--- config.mk ---
export PLATFORM = sky130hd
export DESIGN_NAME = i2c_regslave
export DESIGN_NICKNAME = d
export VERILOG_FILES = /design/src/rtl/i2cs_pkg.sv /design/src/rtl/i2cs_sync_edge.sv /design/src/rtl/i2cs_regs.sv /design/src/rtl/i2c_regslave.sv
export SDC_FILE = /design/constraint.sdc
export NUM_CORES = 1
export LEC_CHECK = 0
export BUFFER_PORTS_ARGS = -buffer_cell sky130_fd_sc_hd__buf_4
export CORE_MARGIN = 10
export CORE_UTILIZATION = 48
export CTS_CLUSTER_SIZE = 14
export DETAILED_ROUTE_END_ITERATION = 6
export PLACE_DENSITY_LB_ADDON = 0.2
export SYNTH_ARGS = -nofsm -noshare
export SYNTH_HDL_FRONTEND = slang
export SYNTH_SLANG_ARGS = --single-unit
--- constraint.sdc ---
create_clock -name clk -period 2.4 [get_ports clk]
set_clock_uncertainty 0.15 [all_clocks]
set_input_delay 0.24 -clock clk [delete_from_list [all_inputs] [get_ports clk]]
set_output_delay 0.24 -clock clk [all_outputs]
set_load 0.01 [all_outputs]
--- src/rtl/i2cs_pkg.sv ---
package i2cs_pkg;

    localparam int           PTR_W_DEF    = 6;
    localparam int           NUM_CLK_DEF  = 8;
    localparam logic [6:0]   DEV_ADDR_DEF = 7'b1101000;

    typedef enum logic [2:0] {
        ST_IDLE,
        ST_RX,
        ST_ACK,
        ST_TX,
        ST_RACK
    } bus_st_e;

    typedef enum logic [1:0] {
        PH_ADDR,
        PH_PTR,
        PH_DATA
    } rx_ph_e;

    typedef struct packed {
        logic scl;
        logic sda;
        logic scl_rise;
        logic scl_fall;
        logic start;
        logic stop;
    } bus_ev_t;

    function automatic logic addr_hit(input logic [7:0] b, input logic [6:0] dev);
        return b[7:1] == dev;
    endfunction

endpackage

--- src/rtl/i2cs_sync_edge.sv ---
module i2cs_sync_edge #(
    parameter int STAGES = 2
) (
    input  logic clk,
    input  logic rst,
    input  logic din,
    output logic lvl,
    output logic rise,
    output logic fall
);
    logic [STAGES-1:0] pipe;
    logic              prev;

    always_ff @(posedge clk) begin
        if (rst) begin
            pipe <= '1;
            prev <= 1'b1;
        end else begin
            pipe <= {pipe[STAGES-2:0], din};
            prev <= pipe[STAGES-1];
        end
    end

    assign lvl  = pipe[STAGES-1];
    assign rise = pipe[STAGES-1] & ~prev;
    assign fall = ~pipe[STAGES-1] & prev;

endmodule

--- src/rtl/i2cs_regs.sv ---
module i2cs_regs #(
    parameter  int PTR_W   = 6,
    parameter  int NUM_CLK = 8,
    localparam int DEPTH   = 1 << PTR_W,
    localparam int RAM_N   = DEPTH - NUM_CLK,
    localparam int CLK_AW  = $clog2(NUM_CLK)
) (
    input  logic                   clk,
    input  logic                   rst,
    input  logic                   snap_ld,
    input  logic [NUM_CLK*8-1:0]   live_regs,
    input  logic                   wr_vld,
    input  logic [PTR_W-1:0]       wr_addr,
    input  logic [7:0]             wr_data,
    input  logic [PTR_W-1:0]       rd_addr,
    output logic [7:0]             rd_data,
    output logic                   tk_wr_en,
    output logic [CLK_AW-1:0]      tk_wr_addr,
    output logic [7:0]             tk_wr_data
);
    logic [NUM_CLK-1:0][7:0] snap_q;
    logic [7:0]              ram [RAM_N];
    logic                    wr_is_clk;
    logic                    rd_is_clk;

    assign wr_is_clk = wr_addr < PTR_W'(NUM_CLK);
    assign rd_is_clk = rd_addr < PTR_W'(NUM_CLK);

    always_ff @(posedge clk) begin
        if (rst)          snap_q <= '0;
        else if (snap_ld) snap_q <= live_regs;
    end

    always_ff @(posedge clk) begin
        if (rst) begin
            for (int i = 0; i < RAM_N; i++) ram[i] <= '0;
        end else if (wr_vld && !wr_is_clk) begin
            ram[wr_addr - PTR_W'(NUM_CLK)] <= wr_data;
        end
    end

    assign rd_data    = rd_is_clk ? snap_q[rd_addr[CLK_AW-1:0]]
                                  : ram[rd_addr - PTR_W'(NUM_CLK)];
    assign tk_wr_en   = wr_vld & wr_is_clk;
    assign tk_wr_addr = wr_addr[CLK_AW-1:0];
    assign tk_wr_data = wr_data;

    AST_SNAP_HOLD: assert property (@(posedge clk) disable iff (rst)
        !snap_ld |=> $stable(snap_q));

endmodule

--- src/rtl/i2c_regslave.sv ---
module i2c_regslave
    import i2cs_pkg::*;
#(
    parameter  logic [6:0] DEV_ADDR    = DEV_ADDR_DEF,
    parameter  int         PTR_W       = PTR_W_DEF,
    parameter  int         NUM_CLK     = NUM_CLK_DEF,
    parameter  int         SYNC_STAGES = 2,
    localparam int         CLK_AW      = $clog2(NUM_CLK)
) (
    input  logic                  clk,
    input  logic                  rst,
    input  logic                  scl_in,
    input  logic                  sda_in,
    output logic                  sda_oe,
    input  logic                  pwr_fail,
    input  logic [NUM_CLK*8-1:0]  live_regs,
    output logic                  tk_wr_en,
    output logic [CLK_AW-1:0]     tk_wr_addr,
    output logic [7:0]            tk_wr_data
);
    bus_ev_t          ev;
    logic             sda_rise, sda_fall;
    bus_st_e          st;
    rx_ph_e           ph;
    logic [3:0]       bcnt;
    logic [7:0]       sh;
    logic [7:0]       tx;
    logic             rd_mode;
    logic             more;
    logic [PTR_W-1:0] ptr;
    logic             oe_q;
    logic             snap_ld;
    logic             wr_vld;
    logic [PTR_W-1:0] wr_addr;
    logic [7:0]       wr_data;
    logic [7:0]       rd_data;

    i2cs_sync_edge #(.STAGES(SYNC_STAGES)) u_scl (
        .clk(clk), .rst(rst), .din(scl_in),
        .lvl(ev.scl), .rise(ev.scl_rise), .fall(ev.scl_fall));

    i2cs_sync_edge #(.STAGES(SYNC_STAGES)) u_sda (
        .clk(clk), .rst(rst), .din(sda_in),
        .lvl(ev.sda), .rise(sda_rise), .fall(sda_fall));

    assign ev.start = ev.scl & sda_fall;
    assign ev.stop  = ev.scl & sda_rise;

    i2cs_regs #(.PTR_W(PTR_W), .NUM_CLK(NUM_CLK)) u_regs (
        .clk(clk), .rst(rst), .snap_ld(snap_ld), .live_regs(live_regs),
        .wr_vld(wr_vld), .wr_addr(wr_addr), .wr_data(wr_data),
        .rd_addr(ptr), .rd_data(rd_data),
        .tk_wr_en(tk_wr_en), .tk_wr_addr(tk_wr_addr), .tk_wr_data(tk_wr_data));

    always_ff @(posedge clk) begin
        if (rst) begin
            st <= ST_IDLE; ph <= PH_ADDR; bcnt <= '0; sh <= '0; tx <= '0;
            rd_mode <= 1'b0; more <= 1'b0; ptr <= '0; oe_q <= 1'b0;
            snap_ld <= 1'b0; wr_vld <= 1'b0; wr_addr <= '0; wr_data <= '0;
        end else begin
            wr_vld  <= 1'b0;
            snap_ld <= 1'b0;
            if (pwr_fail) begin
                st <= ST_IDLE; ptr <= '0; oe_q <= 1'b0;
            end else if (ev.start) begin
                st <= ST_RX; ph <= PH_ADDR; bcnt <= '0; oe_q <= 1'b0; snap_ld <= 1'b1;
            end else if (ev.stop) begin
                st <= ST_IDLE; oe_q <= 1'b0;
            end else begin
                unique case (st)
                    ST_IDLE: ;
                    ST_RX: begin
                        if (ev.scl_rise && bcnt < 4'd8) begin
                            sh   <= {sh[6:0], ev.sda};
                            bcnt <= bcnt + 4'd1;
                        end else if (ev.scl_fall && bcnt == 4'd8) begin
                            unique case (ph)
                                PH_ADDR: begin
                                    if (addr_hit(sh, DEV_ADDR)) begin
                                        rd_mode <= sh[0]; oe_q <= 1'b1; st <= ST_ACK;
                                    end else begin
                                        st <= ST_IDLE;
                                    end
                                end
                                PH_PTR: begin
                                    ptr <= sh[PTR_W-1:0]; oe_q <= 1'b1; st <= ST_ACK;
                                end
                                default: begin
                                    wr_vld <= 1'b1; wr_addr <= ptr; wr_data <= sh;
                                    ptr <= ptr + 1'b1; oe_q <= 1'b1; st <= ST_ACK;
                                end
                            endcase
                        end
                    end
                    ST_ACK: begin
                        if (ev.scl_fall) begin
                            bcnt <= '0;
                            if (rd_mode) begin
                                tx <= rd_data; oe_q <= ~rd_data[7];
                                ptr <= ptr + 1'b1; st <= ST_TX;
                            end else begin
                                oe_q <= 1'b0; st <= ST_RX;
                                ph <= (ph == PH_ADDR) ? PH_PTR : PH_DATA;
                            end
                        end
                    end
                    ST_TX: begin
                        if (ev.scl_fall) begin
                            if (bcnt == 4'd7) begin
                                oe_q <= 1'b0; st <= ST_RACK;
                            end else begin
                                tx <= {tx[6:0], 1'b0}; oe_q <= ~tx[6]; bcnt <= bcnt + 4'd1;
                            end
                        end
                    end
                    default: begin
                        if (ev.scl_rise) begin
                            more <= ~ev.sda;
                        end else if (ev.scl_fall) begin
                            if (more) begin
                                tx <= rd_data; oe_q <= ~rd_data[7]; bcnt <= '0;
                                ptr <= ptr + 1'b1; st <= ST_TX;
                            end else begin
                                st <= ST_IDLE;
                            end
                        end
                    end
                endcase
            end
        end
    end

    assign sda_oe = oe_q;

    AST_SDA_CHANGE_SCL_LOW: assert property (@(posedge clk) disable iff (rst)
        (!$stable(oe_q) && !$past(pwr_fail) && !$past(ev.start) && !$past(ev.stop))
            |-> !$past(ev.scl));
    AST_PF_RELEASE: assert property (@(posedge clk) disable iff (rst)
        pwr_fail |=> (!sda_oe && ptr == '0));
    AST_STROBE_PULSE: assert property (@(posedge clk) disable iff (rst)
        tk_wr_en |=> !tk_wr_en);
    AST_STROBE_WITH_ACK: assert property (@(posedge clk) disable iff (rst)
        tk_wr_en |-> sda_oe);
    AST_IDLE_RELEASED: assert property (@(posedge clk) disable iff (rst)
        (st == ST_IDLE) |-> !sda_oe);

endmodule

==> results of run 1 <==
-- cells by family (layout without fill, tap and decap cells) --
group,Yosys count,count (layout),share of synthesized area
AO/OA/AOI/OAI,164,164,0.0401
XOR/XNOR,5,5,0.00152
adder cells (fa/ha/maj),6,6,0.00260
buffers and inverters,154,501,0.0265
flip-flops,631,631,0.615
multiplexers,287,287,0.150
AND/OR/NAND/NOR,854,854,0.165
-- report_power, final --
part	total, mW	leakage, nW	switching [mW]	internal [mW]
clock network	10.2	1.03	4.25	5.95
registers	12.3	5.91	0.151	12.2
logic	0.766	5.31	0.398	0.368
total	23.3	12.3	4.80	18.5
-- routing by layer --
layer	GRT usage	routed length [µm]	vias up
li1	-	-	8292
met1	0.299	34000	9373
met2	0.371	38400	654
met3	0.0350	4740	122
met4	0.0814	2420	0
met5	0	0	-
-- layout make-up --
class | instances | area (µm²)
clock buffers | 97 | 1950
repair buffers | 369 | 3210
flip-flops and latches | 631 | 17800
fillers | 4591 | 24600
inverters | 14 | 52.6
multi-input cells | 1316 | 10600
well taps | 773 | 967
clock inverters | 21 | 176
-- what timing repair did --
| item | 4_1_cts | 5_1_grt |
|---|---|---|
| gates cloned | 1 | 0 |
| hold buffers | 67 | 0 |
| buffers inserted | 1 | 1 |
| endpoints found under the setup margin | 69 | 309 |
| pin swaps | 1 | 4 |
| hold endpoints to repair | 73 | 0 |
| gates resized for setup | 20 | 59 |
-- state kept, by name, indices dropped and copies added (netlist names) --
| register | flops |
|---|---|
| wr_data | 8 |
| wr_addr | 6 |
| ptr | 6 |
| tx | 7 |
| bcnt | 4 |
| ph | 2 |
| u_scl.pipe | 2 |
| u_regs.snap_q | 64 |
| sh | 8 |
| rd_mode | 1 |
| u_regs.ram | 512 |
| u_scl.prev | 1 |
| wr_vld | 1 |
| st | 3 |
| more | 1 |
| u_sda.prev | 1 |
| sda_oe | 1 |
| snap_ld | 1 |
| u_sda.pipe | 2 |
-- cells in the final DEF, fill, tap and decap left out, types with 9 or more instances in the layout --
master / count
sky130_fd_sc_hd__a21oi_1: 23
sky130_fd_sc_hd__a22o_1: 12
sky130_fd_sc_hd__a22oi_1: 30
sky130_fd_sc_hd__and2_1: 454
sky130_fd_sc_hd__buf_12: 17
sky130_fd_sc_hd__buf_4: 278
sky130_fd_sc_hd__clkbuf_1: 21
sky130_fd_sc_hd__clkbuf_16: 73
sky130_fd_sc_hd__clkinv_1: 9
sky130_fd_sc_hd__dfxtp_1: 106
sky130_fd_sc_hd__dfxtp_2: 9
sky130_fd_sc_hd__dlygate4sd3_1: 67
sky130_fd_sc_hd__edfxtp_1: 512
sky130_fd_sc_hd__inv_1: 14
sky130_fd_sc_hd__mux2i_1: 162
sky130_fd_sc_hd__mux4_1: 11
sky130_fd_sc_hd__mux4_2: 101
sky130_fd_sc_hd__nand2_1: 36
sky130_fd_sc_hd__nand2b_1: 10
sky130_fd_sc_hd__nand3_1: 29
sky130_fd_sc_hd__nor2_1: 185
sky130_fd_sc_hd__nor2_2: 9
sky130_fd_sc_hd__nor2b_1: 16
sky130_fd_sc_hd__nor3_1: 10
sky130_fd_sc_hd__o21ai_0: 22
sky130_fd_sc_hd__or2_2: 43
sky130_fd_sc_hd__or2_4: 20
-- stage by stage --
stage | hold WS (ns) | cell area (µm²) | power, mW
2_1_floorplan | 0.194 | 28900 | 12.9
3_3_place_gp | 0.257 | 31600 | 13.2
3_5_place_dp | 0.255 | 31600 | 13.2
4_1_cts | 0.0925 | 34500 | 23.4
5_1_grt | 0.146 | 34800 | 23.9
6_report | 0.124 | 34800 | 23.3
-- critical path, cell delays in order, from the launching register on --
cell and delay (ns):
sky130_fd_sc_hd__dfxtp_4 0.42, sky130_fd_sc_hd__buf_4 0.20, sky130_fd_sc_hd__mux4_2 0.53, sky130_fd_sc_hd__mux4_2 0.49, sky130_fd_sc_hd__o211ai_1 0.39, sky130_fd_sc_hd__a41oi_1 0.17
-- worst max path at each step --
stage / depth (start not counted) / startpoint / endpoint / slack (ns)
CTS: 6 / ptr[1] / sda_oe / -0.05
global route: 5 / ptr[0] / tx[5] / -0.1
global placement: 10 / ptr[0] / sda_oe / -0.20
finish: 5 / ptr[0] / tx[5] / -0.1
floorplan: 10 / ptr[3] / tx[4] / 0.02
detailed placement: 10 / ptr[0] / sda_oe / -0.27
==> metrics.sh, run 1 <==
STATUS='finished with violations'
VIOLATED_CHECKS='negative setup slack'
SETUP_SLACK_AT_PLACEMENT_NS=-0.268
TIMING.FINAL.SETUP_VIOLATIONS=5
POST-SYNTH-TOP-AREA-FRACTION=0.532
DIEWIDTH_UM=265
YOSYS_WARNINGS=0
POST_SYNTHESIS_NET_COUNT=2176
CELLLEAKAGEPOWER_nW=12.3
PLACE_INST=3033
PORTBUFFERS=81
ROUTE.DETAILED.DRC=0
TOTAL_NUMBER_OF_H_TREE_LEVELS=3
TRITONCTS='built'
EDFF_COUNT_SYNTH=512
REG2REG_LAUNCH_POINT='ptr[0]'
ROUTED_WIRELENGTH_UM=79600
NETLIST_AREA_PRE_PLACE_UM2=28900
SYNTH.CELLS.MOST_FREQUENT='sky130_fd_sc_hd__edfxtp_1, sky130_fd_sc_hd__and2_1, sky130_fd_sc_hd__nor2_1'
TIMING.FINAL.WS_SETUP_NS=-0.0966
DRTITER0DRC=1824
DRT.ANTENNA.VIOLATING_NETS=0
POWER.IR.VDD_WORST_V=0.000433
CP_DATA_ARRIVAL_TIME_NS=2.81
IO_PINS=82
WORST_SETUP_PATH_START_KIND='flip-flop'
DRT-PASS1-ITER-COUNT=5
FILLER_FREE_CELL_COUNT_OF_THE_FINISHED_DESIGN=3221
PLACEMENTROWS=89
MAXSLEWHEADROOM=0.417
CLOCK_SINKS=631
PIN_SLEW_WITH_THE_LEAST_HEADROOM_TO_ITS_LIMIT_NS=0.874
SYNTH-ASYNC-RESET-RATIO=0
YOSYSMOSTFREQUENTCELL='sky130_fd_sc_hd__edfxtp_1'
DIE_AREA_UM2=70400
CRITPATHREQUIREDTIME_NS=2.71
FINALCRITICALPERIOD_NS=2.50
WORST_R2R_ENDPOINT='tx[5]'
ANTENNA_FOUND_INITIAL=1
AVGROUTEDWIREPERCELL_UM=24.7
AREA_GROWTH_PCT=20.3
SETUP.WORST_PATH.CLASS='flip-flop to flip-flop'
TIMING.REG2REG.SETUP_SLACK_NS=-0.1
GRT_MAX_DEGREE=68
POWER_DENSITY_nW_PER_UM2=670
DR_TOTAL_VIAS=18400
ENDPOINT_CLASS_OF_THE_CRITICAL_PATH='flip-flop'
SYNTH_SEQ_AREA_SHARE=0.615
FIRST_GLOBAL_VIAS=18800
TRACK_USAGE=0.225
GRT-OVFL-TOTAL=0
POST_SYNTH_NUM_CELL_TYPES=70
MAX_CAP_VIOLATIONS=0
HOLD_START='rst'
SYNTH_AREA_LEADER_CELL='sky130_fd_sc_hd__edfxtp_1'
CRIT_FANOUT=5
FINALCOREUTILIZATION=0.586
TOTAL_NEGATIVE_SLACK_NS=-0.194
CTS_BUFFERS=69
TIMING.FINAL.HOLD_VIOLATIONS=0
START_UTIL=0.487
FMAX_MHz=401
FINAL_NETS=2476
CLKTRANSATPATHREGS_NS=0.07
YOSYS_MOST_USED_DFF='sky130_fd_sc_hd__edfxtp_1'
DRIVE_GT1_FRAC=0.254
GRT_FIRST_PASS_WIRELENGTH_UM=120000
SYN-MEAN-INSTANCE-AREA_UM2=13.8
DRV_SLEW=0
DETAIL_ROUTE.VIAS_PER_CELL=5.73
HOLD_PATH.CLASS='primary input to flip-flop'
ANTENNA_FIX_CELLS=0
WORSTHOLDPATHCELLS=3
FIN_CRIT_SHARE=1.04
CLOCK-ROOT-BUFFER='sky130_fd_sc_hd__clkbuf_16'
SETUP_REPAIR_AFTER_GLOBAL_ROUTING_MISSED_ITS_MARGIN='yes'
WORSTSKEWPAIRLATENCY_NS=0.60
YOSYS_REGISTER_BITS=631
SYNTHTOPCELLSBYAREA='sky130_fd_sc_hd__edfxtp_1, sky130_fd_sc_hd__and2_1, sky130_fd_sc_hd__dfxtp_1, sky130_fd_sc_hd__mux4_2, sky130_fd_sc_hd__mux2i_1'
RR_WORST_DEPTH=5
FP.COREAREA_UM2=59400
DIEHEIGHT_UM=265
CLOCK_TREE.BUFFER_DEPTH=3
HPWLAFTERDP_UM=54600
SYNTHCELLS=2101
FINALWEIGHTEDCONGESTION=0.861
MIN_DELAY_WORST_ENDPOINT='ph[0]'
Power figures use the tool's default switching activity.
==> run 2, diff against run 1 <==
==> constraint.sdc (replaced) <==
create_clock -name clk -period 2.36 [get_ports clk]
set_clock_uncertainty 0.15 [all_clocks]
set_input_delay 0.236 -clock clk [delete_from_list [all_inputs] [get_ports clk]]
set_output_delay 0.236 -clock clk [all_outputs]
set_load 0.01 [all_outputs]
==> run 2 against run 1 <==
Effect of this change:
- the run still ends with negative setup slack left
- register-to-register slack lost 0.14 ns
- sequential power is essentially flat
- utilization grew 0.74 points
- via count grew 0.21%
- global-route usage shrank 0.29 points
- total power grew 5.4%
- sequential share of layout area shrank 0.63 points
- clock power grew 11%
- combinational power grew 0.5%
- first-iteration DRC count grew 13%
- non-clock buffer count grew 3
- die area is the same
- largest cell class unchanged
==> metrics.sh, run 2 (same netlist as run 1, synthesis figures left out) <==
TOTAL_NUMBER_OF_H_TREE_LEVELS=3  # unchanged
MAXSLEWHEADROOM=0.365  # -0.0526
SETUP_SLACK_AT_PLACEMENT_NS=-0.248  # +0.0196 ns
CLOCK_SINKS=631  # unchanged
TIMING.FINAL.SETUP_VIOLATIONS=47  # +42
TRACK_USAGE=0.222  # -0.00291
NUMBER_OF_FLIP_FLOPS_UNDER_THE_LARGEST_REGISTER_NAME=512  # unchanged
DETAIL_ROUTE.VIAS_PER_CELL=5.72  # -0.13%
DRTITER0DRC=2067  # +13%
FINALWEIGHTEDCONGESTION=0.854  # -0.84%
FILLER_FREE_CELL_COUNT_OF_THE_FINISHED_DESIGN=3232  # +0.34%
MOSTFREQUENTLAYOUTCELLS='sky130_fd_sc_hd__edfxtp_1, sky130_fd_sc_hd__and2_1, sky130_fd_sc_hd__buf_4'
DRT.ANTENNA.VIOLATING_NETS=0  # unchanged
CLOCK-ROOT-BUFFER='sky130_fd_sc_hd__clkbuf_16'
PORTBUFFERS=81  # unchanged
PIN_SLEW_WITH_THE_LEAST_HEADROOM_TO_ITS_LIMIT_NS=0.929  # +0.0549 ns
REPORT.POWER.TOTAL_mW=24.6  # +5.4%
MAX_CAP_VIOLATIONS=0  # unchanged
CRITPATHREQUIREDTIME_NS=2.70  # about the same
LARGESTREGISTERS='u_regs.ram (512), u_regs.snap_q (64)'
CLOCK_TREE.BUFFER_DEPTH=3  # unchanged
CLKTRANSATPATHREGS_NS=0.06  # about the same
POWER_DENSITY_nW_PER_UM2=698  # +4.1%
TRITONCTS='built'
HOLD_PATH.CLASS='primary input to flip-flop'
MIN_DELAY_WORST_ENDPOINT='u_scl.pipe[0]'
DRT-PASS1-ITER-COUNT=5  # unchanged
DRV_SLEW=0  # unchanged
FIRST_GLOBAL_VIAS=18700  # -0.51%
AVGROUTEDWIREPERCELL_UM=24.3  # -1.4%
HOLD_START='scl_in'
FINAL_COMMON_CELL='sky130_fd_sc_hd__edfxtp_1'
TIMING.REG2REG.SETUP_SLACK_NS=-0.23  # -0.14 ns
STATUS='finished with violations'
ROUTE.DETAILED.DRC=0  # unchanged
GRT-OVFL-TOTAL=0  # unchanged
GRT_MAX_DEGREE=162  # +140%
AREA_GROWTH_PCT=21.8
ANTENNA_FOUND_INITIAL=1  # unchanged
FMAX_MHz=386  # -3.7%
CRITICAL-PATH-SLOWEST-CELL='sky130_fd_sc_hd__a2111oi_0'
RR_WORST_DEPTH=7  # +2
SETUP.WORST_PATH.CLASS='flip-flop to flip-flop'
FINALCRITICALPERIOD_NS=2.59  # +0.0951 ns
CELLLEAKAGEPOWER_nW=12.4  # +1.5%
POWER.IR.VDD_WORST_V=0.000473  # +9.2%
FP.COREAREA_UM2=59400  # unchanged
BIGGEST_REGISTER='u_regs.ram'
WORSTSKEWPAIRLATENCY_NS=0.62  # +0.02 ns
TOTAL_NEGATIVE_SLACK_NS=-1.41  # -1.22 ns
CRIT_FANOUT=5  # unchanged
DIE_AREA_UM2=70400  # unchanged
SETUP_REPAIR_AFTER_GLOBAL_ROUTING_MISSED_ITS_MARGIN='yes'
REG2REG_LAUNCH_POINT='ptr[0]'
WORSTHOLDPATHCELLS=3  # unchanged
DIEHEIGHT_UM=265  # unchanged
ENDPOINT_CLASS_OF_THE_CRITICAL_PATH='flip-flop'
DR_TOTAL_VIAS=18500  # +0.21%
TIMING.FINAL.HOLD_VIOLATIONS=0  # unchanged
GRT_FIRST_PASS_WIRELENGTH_UM=119000  # -0.84%
WORST_SETUP_PATH_START_KIND='flip-flop'
MAX_STAGE_DELAY_NS=0.83  # +0.30 ns
FINAL_NETS=2479  # +0.12%
START_UTIL=0.487  # unchanged
CP_DATA_ARRIVAL_TIME_NS=2.93  # +0.12 ns
PLACEMENTROWS=89  # unchanged
CTS_BUFFERS=69  # unchanged
FINALCOREUTILIZATION=0.593  # +0.00736
WORST_R2R_ENDPOINT='sda_oe'
FIN_CRIT_SHARE=1.10  # +0.0579
DRIVE_GT1_FRAC=0.265  # +0.0104
TIMING.FINAL.WS_SETUP_NS=-0.232  # -0.135 ns
IO_PINS=82  # unchanged
DIEWIDTH_UM=265  # unchanged
CRITICAL_PATH.CELL_CHAIN='buf_4, mux4_1, nor2b_1, a211oi_2, a2111oi_0, a211o_1, a31oi_1'
ROUTED_WIRELENGTH_UM=78700  # -1.1%
VIOLATED_CHECKS='negative setup slack'
HPWLAFTERDP_UM=52900  # -3.0%
PLACE_INST=3022  # -0.36%
==> run 2: changes by cell type in the layout (fill, tap and decap cells not counted), moves of 5 or more <==
cell                        delta
sky130_fd_sc_hd__or2_2        +19
sky130_fd_sc_hd__or2_4        -19
sky130_fd_sc_hd__clkbuf_1      -8
sky130_fd_sc_hd__buf_12       +12
sky130_fd_sc_hd__nand3_2       +5
sky130_fd_sc_hd__nand3_1       -5
sky130_fd_sc_hd__buf_4        -11
sky130_fd_sc_hd__bufinv_16     +7
==> run 2: how the worst max path moves through the flow <==
stage / startpoint / end / slack, ns
finish: ptr[0] / sda_oe / -0.23
global route: ptr[0] / tx[0] / -0.22
CTS: ptr[0] / tx[5] / -0.12
detailed placement: ptr[0] / sda_oe / -0.25
global placement: ptr[1] / sda_oe / -0.23
floorplan: ptr[3] / tx[4] / 0.03
==> run 2: layout make-up <==
class                      count  area (µm²)
antenna                        1        2.50
timing repair buffer         372        3410
multi-input combinational   1316       10600
tap                          773         967
clock inverter                35         447
sequential                   631       17800
inverter                      14        52.6
fill                        4570       24200
clock buffer                  90        1900
==> run 2: layer usage <==
metal  global-route usage  wire, µm  part of all wire
met3               0.0351      4900             0.062
met2                0.364     37700              0.48
met1                0.302     34100              0.43
met4               0.0651      1950             0.025
met5                    0         0                 0
==> run 2: through the flow <==
stage | area [µm²] | hold slack [ns]
finish | 35200 | 0.224
detailed placement | 31700 | 0.253
floorplan | 28900 | 0.190
global placement | 31700 | 0.253
global route | 35200 | 0.211
CTS | 34900 | 0.217
==> run 2: power breakdown <==
group          switching [mW]  total, mW  internal, mW
Combinational           0.405      0.770         0.365
Sequential              0.138       12.5          12.4
Clock                    4.48       11.3          6.79
Total                    5.03       24.6          19.5
==> run 2: worst max-delay path: cells and delay by family, from the launching register on <==
kind | cells | cell delay [ns]
AO/OA/AOI/OAI | 4 | 1.28
AND/OR/NAND/NOR | 1 | 0.15
buffers and inverters | 1 | 0.18
flip-flops | 1 | 0.37
multiplexers | 1 | 0.32
==> run 2: what timing repair did <==
action | CTS | global route
buffers inserted | 9 | 7
setup endpoints to repair | 191 | 438
pin swaps | 3 | 9
hold endpoints to repair | 81 | 0
hold buffers | 68 | 0
cloned | 0 | 1
gates resized for setup | 43 | 40
==> run 3, diff against run 2 <==
--- a/config.mk
+++ b/config.mk
@@ -5,11 +5,12 @@
 export SDC_FILE = /design/constraint.sdc
 export NUM_CORES = 1
 export LEC_CHECK = 0
-export BUFFER_PORTS_ARGS = -buffer_cell sky130_fd_sc_hd__buf_4
+export CORE_ASPECT_RATIO = 1.2
 export CORE_MARGIN = 10
 export CORE_UTILIZATION = 48
 export CTS_CLUSTER_SIZE = 14
 export DETAILED_ROUTE_END_ITERATION = 6
+export DONT_BUFFER_PORTS = 1
 export PLACE_DENSITY_LB_ADDON = 0.2
 export SYNTH_ARGS = -nofsm -noshare
 export SYNTH_HDL_FRONTEND = slang
==> run 3 against run 2 <==
Effect of this change:
- wire length hardly changed
- die area hardly changed
- the flow still finishes with violations (negative setup slack)
- clock-buffer cell count is 4 lower
==> metrics.sh, run 3 (same netlist as run 1, synthesis figures left out) <==
PLACEDINSTANCEAREA_UM2=31200  # -1.6%
PORTBUFFERS=0  # -100%
ENDPOINT_CLASS_OF_THE_CRITICAL_PATH='flip-flop'
ROUTE.DETAILED.DRC=0  # unchanged
CLOCK_SINKS=631  # unchanged
CRITPATHREQUIREDTIME_NS=2.67  # -0.03 ns
ROUTED_WIRELENGTH_UM=78700  # about the same
DIEHEIGHT_UM=289  # +8.8%
MAX_STAGE_DELAY_NS=0.53  # -0.30 ns
HOLD_PATH.CLASS='primary input to flip-flop'
FILLER_FREE_CELL_COUNT_OF_THE_FINISHED_DESIGN=3173  # -1.8%
MAXSLEWHEADROOM=0.580  # +0.215
CRIT_FANOUT=7  # +2
AREA_GROWTH_PCT=19.6
AVGROUTEDWIREPERCELL_UM=24.8  # +1.8%
DRTITER0DRC=1667  # -19%
LARGESTREGISTERS='u_regs.ram (512), u_regs.snap_q (64)'
FIRST_GLOBAL_VIAS=18900  # +1.3%
TIMING.FINAL.WS_SETUP_NS=-0.0759  # +0.156 ns
GRTUSAGEMET2=0.372  # +0.00757
CLKTRANSATPATHREGS_NS=0.07  # about the same
TRACK_USAGE=0.223  # +0.00117
TRITONCTS='built'
IO_PINS=82  # unchanged
FIN_CRIT_SHARE=1.03  # -0.0660
TIMING.FINAL.SETUP_VIOLATIONS=4  # -91%
REPORT.POWER.TOTAL_mW=23.7  # -3.7%
CRITICAL-PATH-TOP-CELL-BY-COUNT='sky130_fd_sc_hd__mux4_2'
USE_MET3=0.0350  # about the same
DIE_AREA_UM2=70400  # about the same
FINALCRITICALPERIOD_NS=2.44  # -0.156 ns
CLOCK_TREE.BUFFER_DEPTH=3  # unchanged
DETAIL_ROUTE.VIAS_PER_CELL=5.69  # -0.57%
HPWLAFTERDP_UM=51900  # -2.0%
NUMBER_OF_FLIP_FLOPS_UNDER_THE_LARGEST_REGISTER_NAME=512  # unchanged
GRT-OVFL-TOTAL=0  # unchanged
DRV_SLEW=0  # unchanged
SETUP_SLACK_AT_PLACEMENT_NS=-0.302  # -0.0541 ns
FINALCOREUTILIZATION=0.580  # -0.0131
POWER_DENSITY_nW_PER_UM2=685  # -1.9%
GRT.MET1_USAGE=0.284  # -0.0185
SETUP.WORST_PATH.CLASS='flip-flop to flip-flop'
WORST_SETUP_PATH_START_KIND='flip-flop'
MAX_CAP_VIOLATIONS=0  # unchanged
CRITICAL-PATH-SLOWEST-CELL='sky130_fd_sc_hd__mux4_2'
SETUP_REPAIR_AFTER_GLOBAL_ROUTING_MISSED_ITS_MARGIN='yes'
CP_DATA_ARRIVAL_TIME_NS=2.75  # -0.18 ns
DRIVE_GT1_FRAC=0.240  # -0.0251
CTS_BUFFERS=66  # -4.3%
TOTAL_NUMBER_OF_H_TREE_LEVELS=3  # unchanged
DRT.ANTENNA.VIOLATING_NETS=0  # unchanged
PLACEMENTROWS=98  # +10%
FINAL_NETS=2397  # -3.3%
ANTENNA_FIX_CELLS=0  # -1
BIGGEST_REGISTER='u_regs.ram'
START_UTIL=0.485  # -0.00195
DR_TOTAL_VIAS=18000  # -2.4%
GR-MAX-USAGE-LAYER='met2'
CRITICAL_PATH.CELL_CHAIN='buf_12, mux4_2, mux4_2, o211ai_1, a41oi_1'
PLACE_INST=2977  # -1.5%
POWER.IR.VDD_WORST_V=0.000449  # -4.9%
DIEWIDTH_UM=244  # -8.1%
GRT_FIRST_PASS_WIRELENGTH_UM=119000  # about the same
STATUS='finished with violations'
ANTENNA_FOUND_INITIAL=2  # +1
FINAL_COMMON_CELL='sky130_fd_sc_hd__edfxtp_1'
GRT_MAX_DEGREE=102  # -37%
MOSTFREQUENTLAYOUTCELLS='sky130_fd_sc_hd__edfxtp_1, sky130_fd_sc_hd__and2_1, sky130_fd_sc_hd__buf_4'
LAYOUT.CELL_AREA.NON_FILLER_UM2=34600  # -1.8%
DRT-PASS1-ITER-COUNT=6  # +1
PIN_SLEW_WITH_THE_LEAST_HEADROOM_TO_ITS_LIMIT_NS=0.629  # -0.300 ns
FP.COREAREA_UM2=59600  # +0.40%
TIMING.FINAL.HOLD_VIOLATIONS=0  # unchanged
VIOLATED_CHECKS='negative setup slack'
CELLLEAKAGEPOWER_nW=12.2  # -2.2%
FINALWEIGHTEDCONGESTION=0.868  # +1.7%
FMAX_MHz=411  # +6.4%
WORSTSKEWPAIRLATENCY_NS=0.62  # about the same
CLOCK-ROOT-BUFFER='sky130_fd_sc_hd__clkbuf_16'
[run 3: changes by cell type in the layout (fill, tap and decap cells not counted), moves of 3 or more]
| cell | change |
|---|---|
| sky130_fd_sc_hd__a22oi_1 | -3 |
| sky130_fd_sc_hd__clkinv_2 | +8 |
| sky130_fd_sc_hd__buf_4 | -80 |
| sky130_fd_sc_hd__clkinv_1 | -3 |
| sky130_fd_sc_hd__o21ai_0 | +4 |
| sky130_fd_sc_hd__or2_4 | +24 |
| sky130_fd_sc_hd__o21ai_2 | -4 |
| sky130_fd_sc_hd__nor2b_2 | -4 |
| sky130_fd_sc_hd__a22oi_2 | +3 |
| sky130_fd_sc_hd__or2_2 | -24 |
| sky130_fd_sc_hd__clkbuf_1 | -5 |
| sky130_fd_sc_hd__bufinv_16 | -5 |
[run 3: repair_timing]
action,CTS,global route
buffers inserted,4,1
setup endpoints to repair,64,387
gates resized for setup,27,74
hold buffers,71,0
pin swaps,1,3
endpoints found under the hold margin,567,0
gates cloned,1,0
[run 3: stage by stage]
| stage | hold slack [ns] | TNS, ns |
|---|---|---|
| 3_5_place_dp | 0.177 | -2.13 |
| 5_1_grt | 0.113 | -2.26 |
| 2_1_floorplan | 0.190 | 0 |
| 3_3_place_gp | 0.176 | -1.58 |
| 6_report | 0.0951 | -0.138 |
| 4_1_cts | 0.0810 | -0.262 |
[run 3: where the power goes]
part           internal [mW]  switching (mW)
Sequential              12.4           0.153
Combinational          0.259           0.333
Clock                   6.18            4.35
Total                   18.8            4.83
[run 3: final timing paths]
kind / from / to / slack (ns) / cells after the start
max: ptr[0] / tx[5] / -0.08 / 5
min: rst / more / 0.1 / 2
min reg2reg: u_scl.pipe[0] / u_scl.pipe[1] / 0.27 / 1
max reg2reg: ptr[0] / tx[5] / -0.08 / 5
[run 3: cell type report]
type / instances / area [µm²]
Clock buffer: 86 / 1890
Clock inverter: 33 / 290
Fill cell: 4705 / 25000
Inverter: 14 / 52.6
Multi-Input combinational cell: 1316 / 10700
Sequential cell: 631 / 17800
Tap cell: 800 / 1000
Timing Repair Buffer: 293 / 2830
[run 3: layer usage]
| metal | wire length (µm) | part of all wire |
|---|---|---|
| met2 | 38300 | 0.49 |
| met4 | 3490 | 0.044 |
| met3 | 5030 | 0.064 |
| met5 | 0 | 0 |
| met1 | 31900 | 0.40 |
[run 3: worst max-delay path: cells and delay by family, from the launching register on]
kind,cells,cell delay (ns)
AOI/OAI and AO/OA,2,0.56
buffers and inverters,1,0.15
DFF,1,0.42
muxes,2,1.00
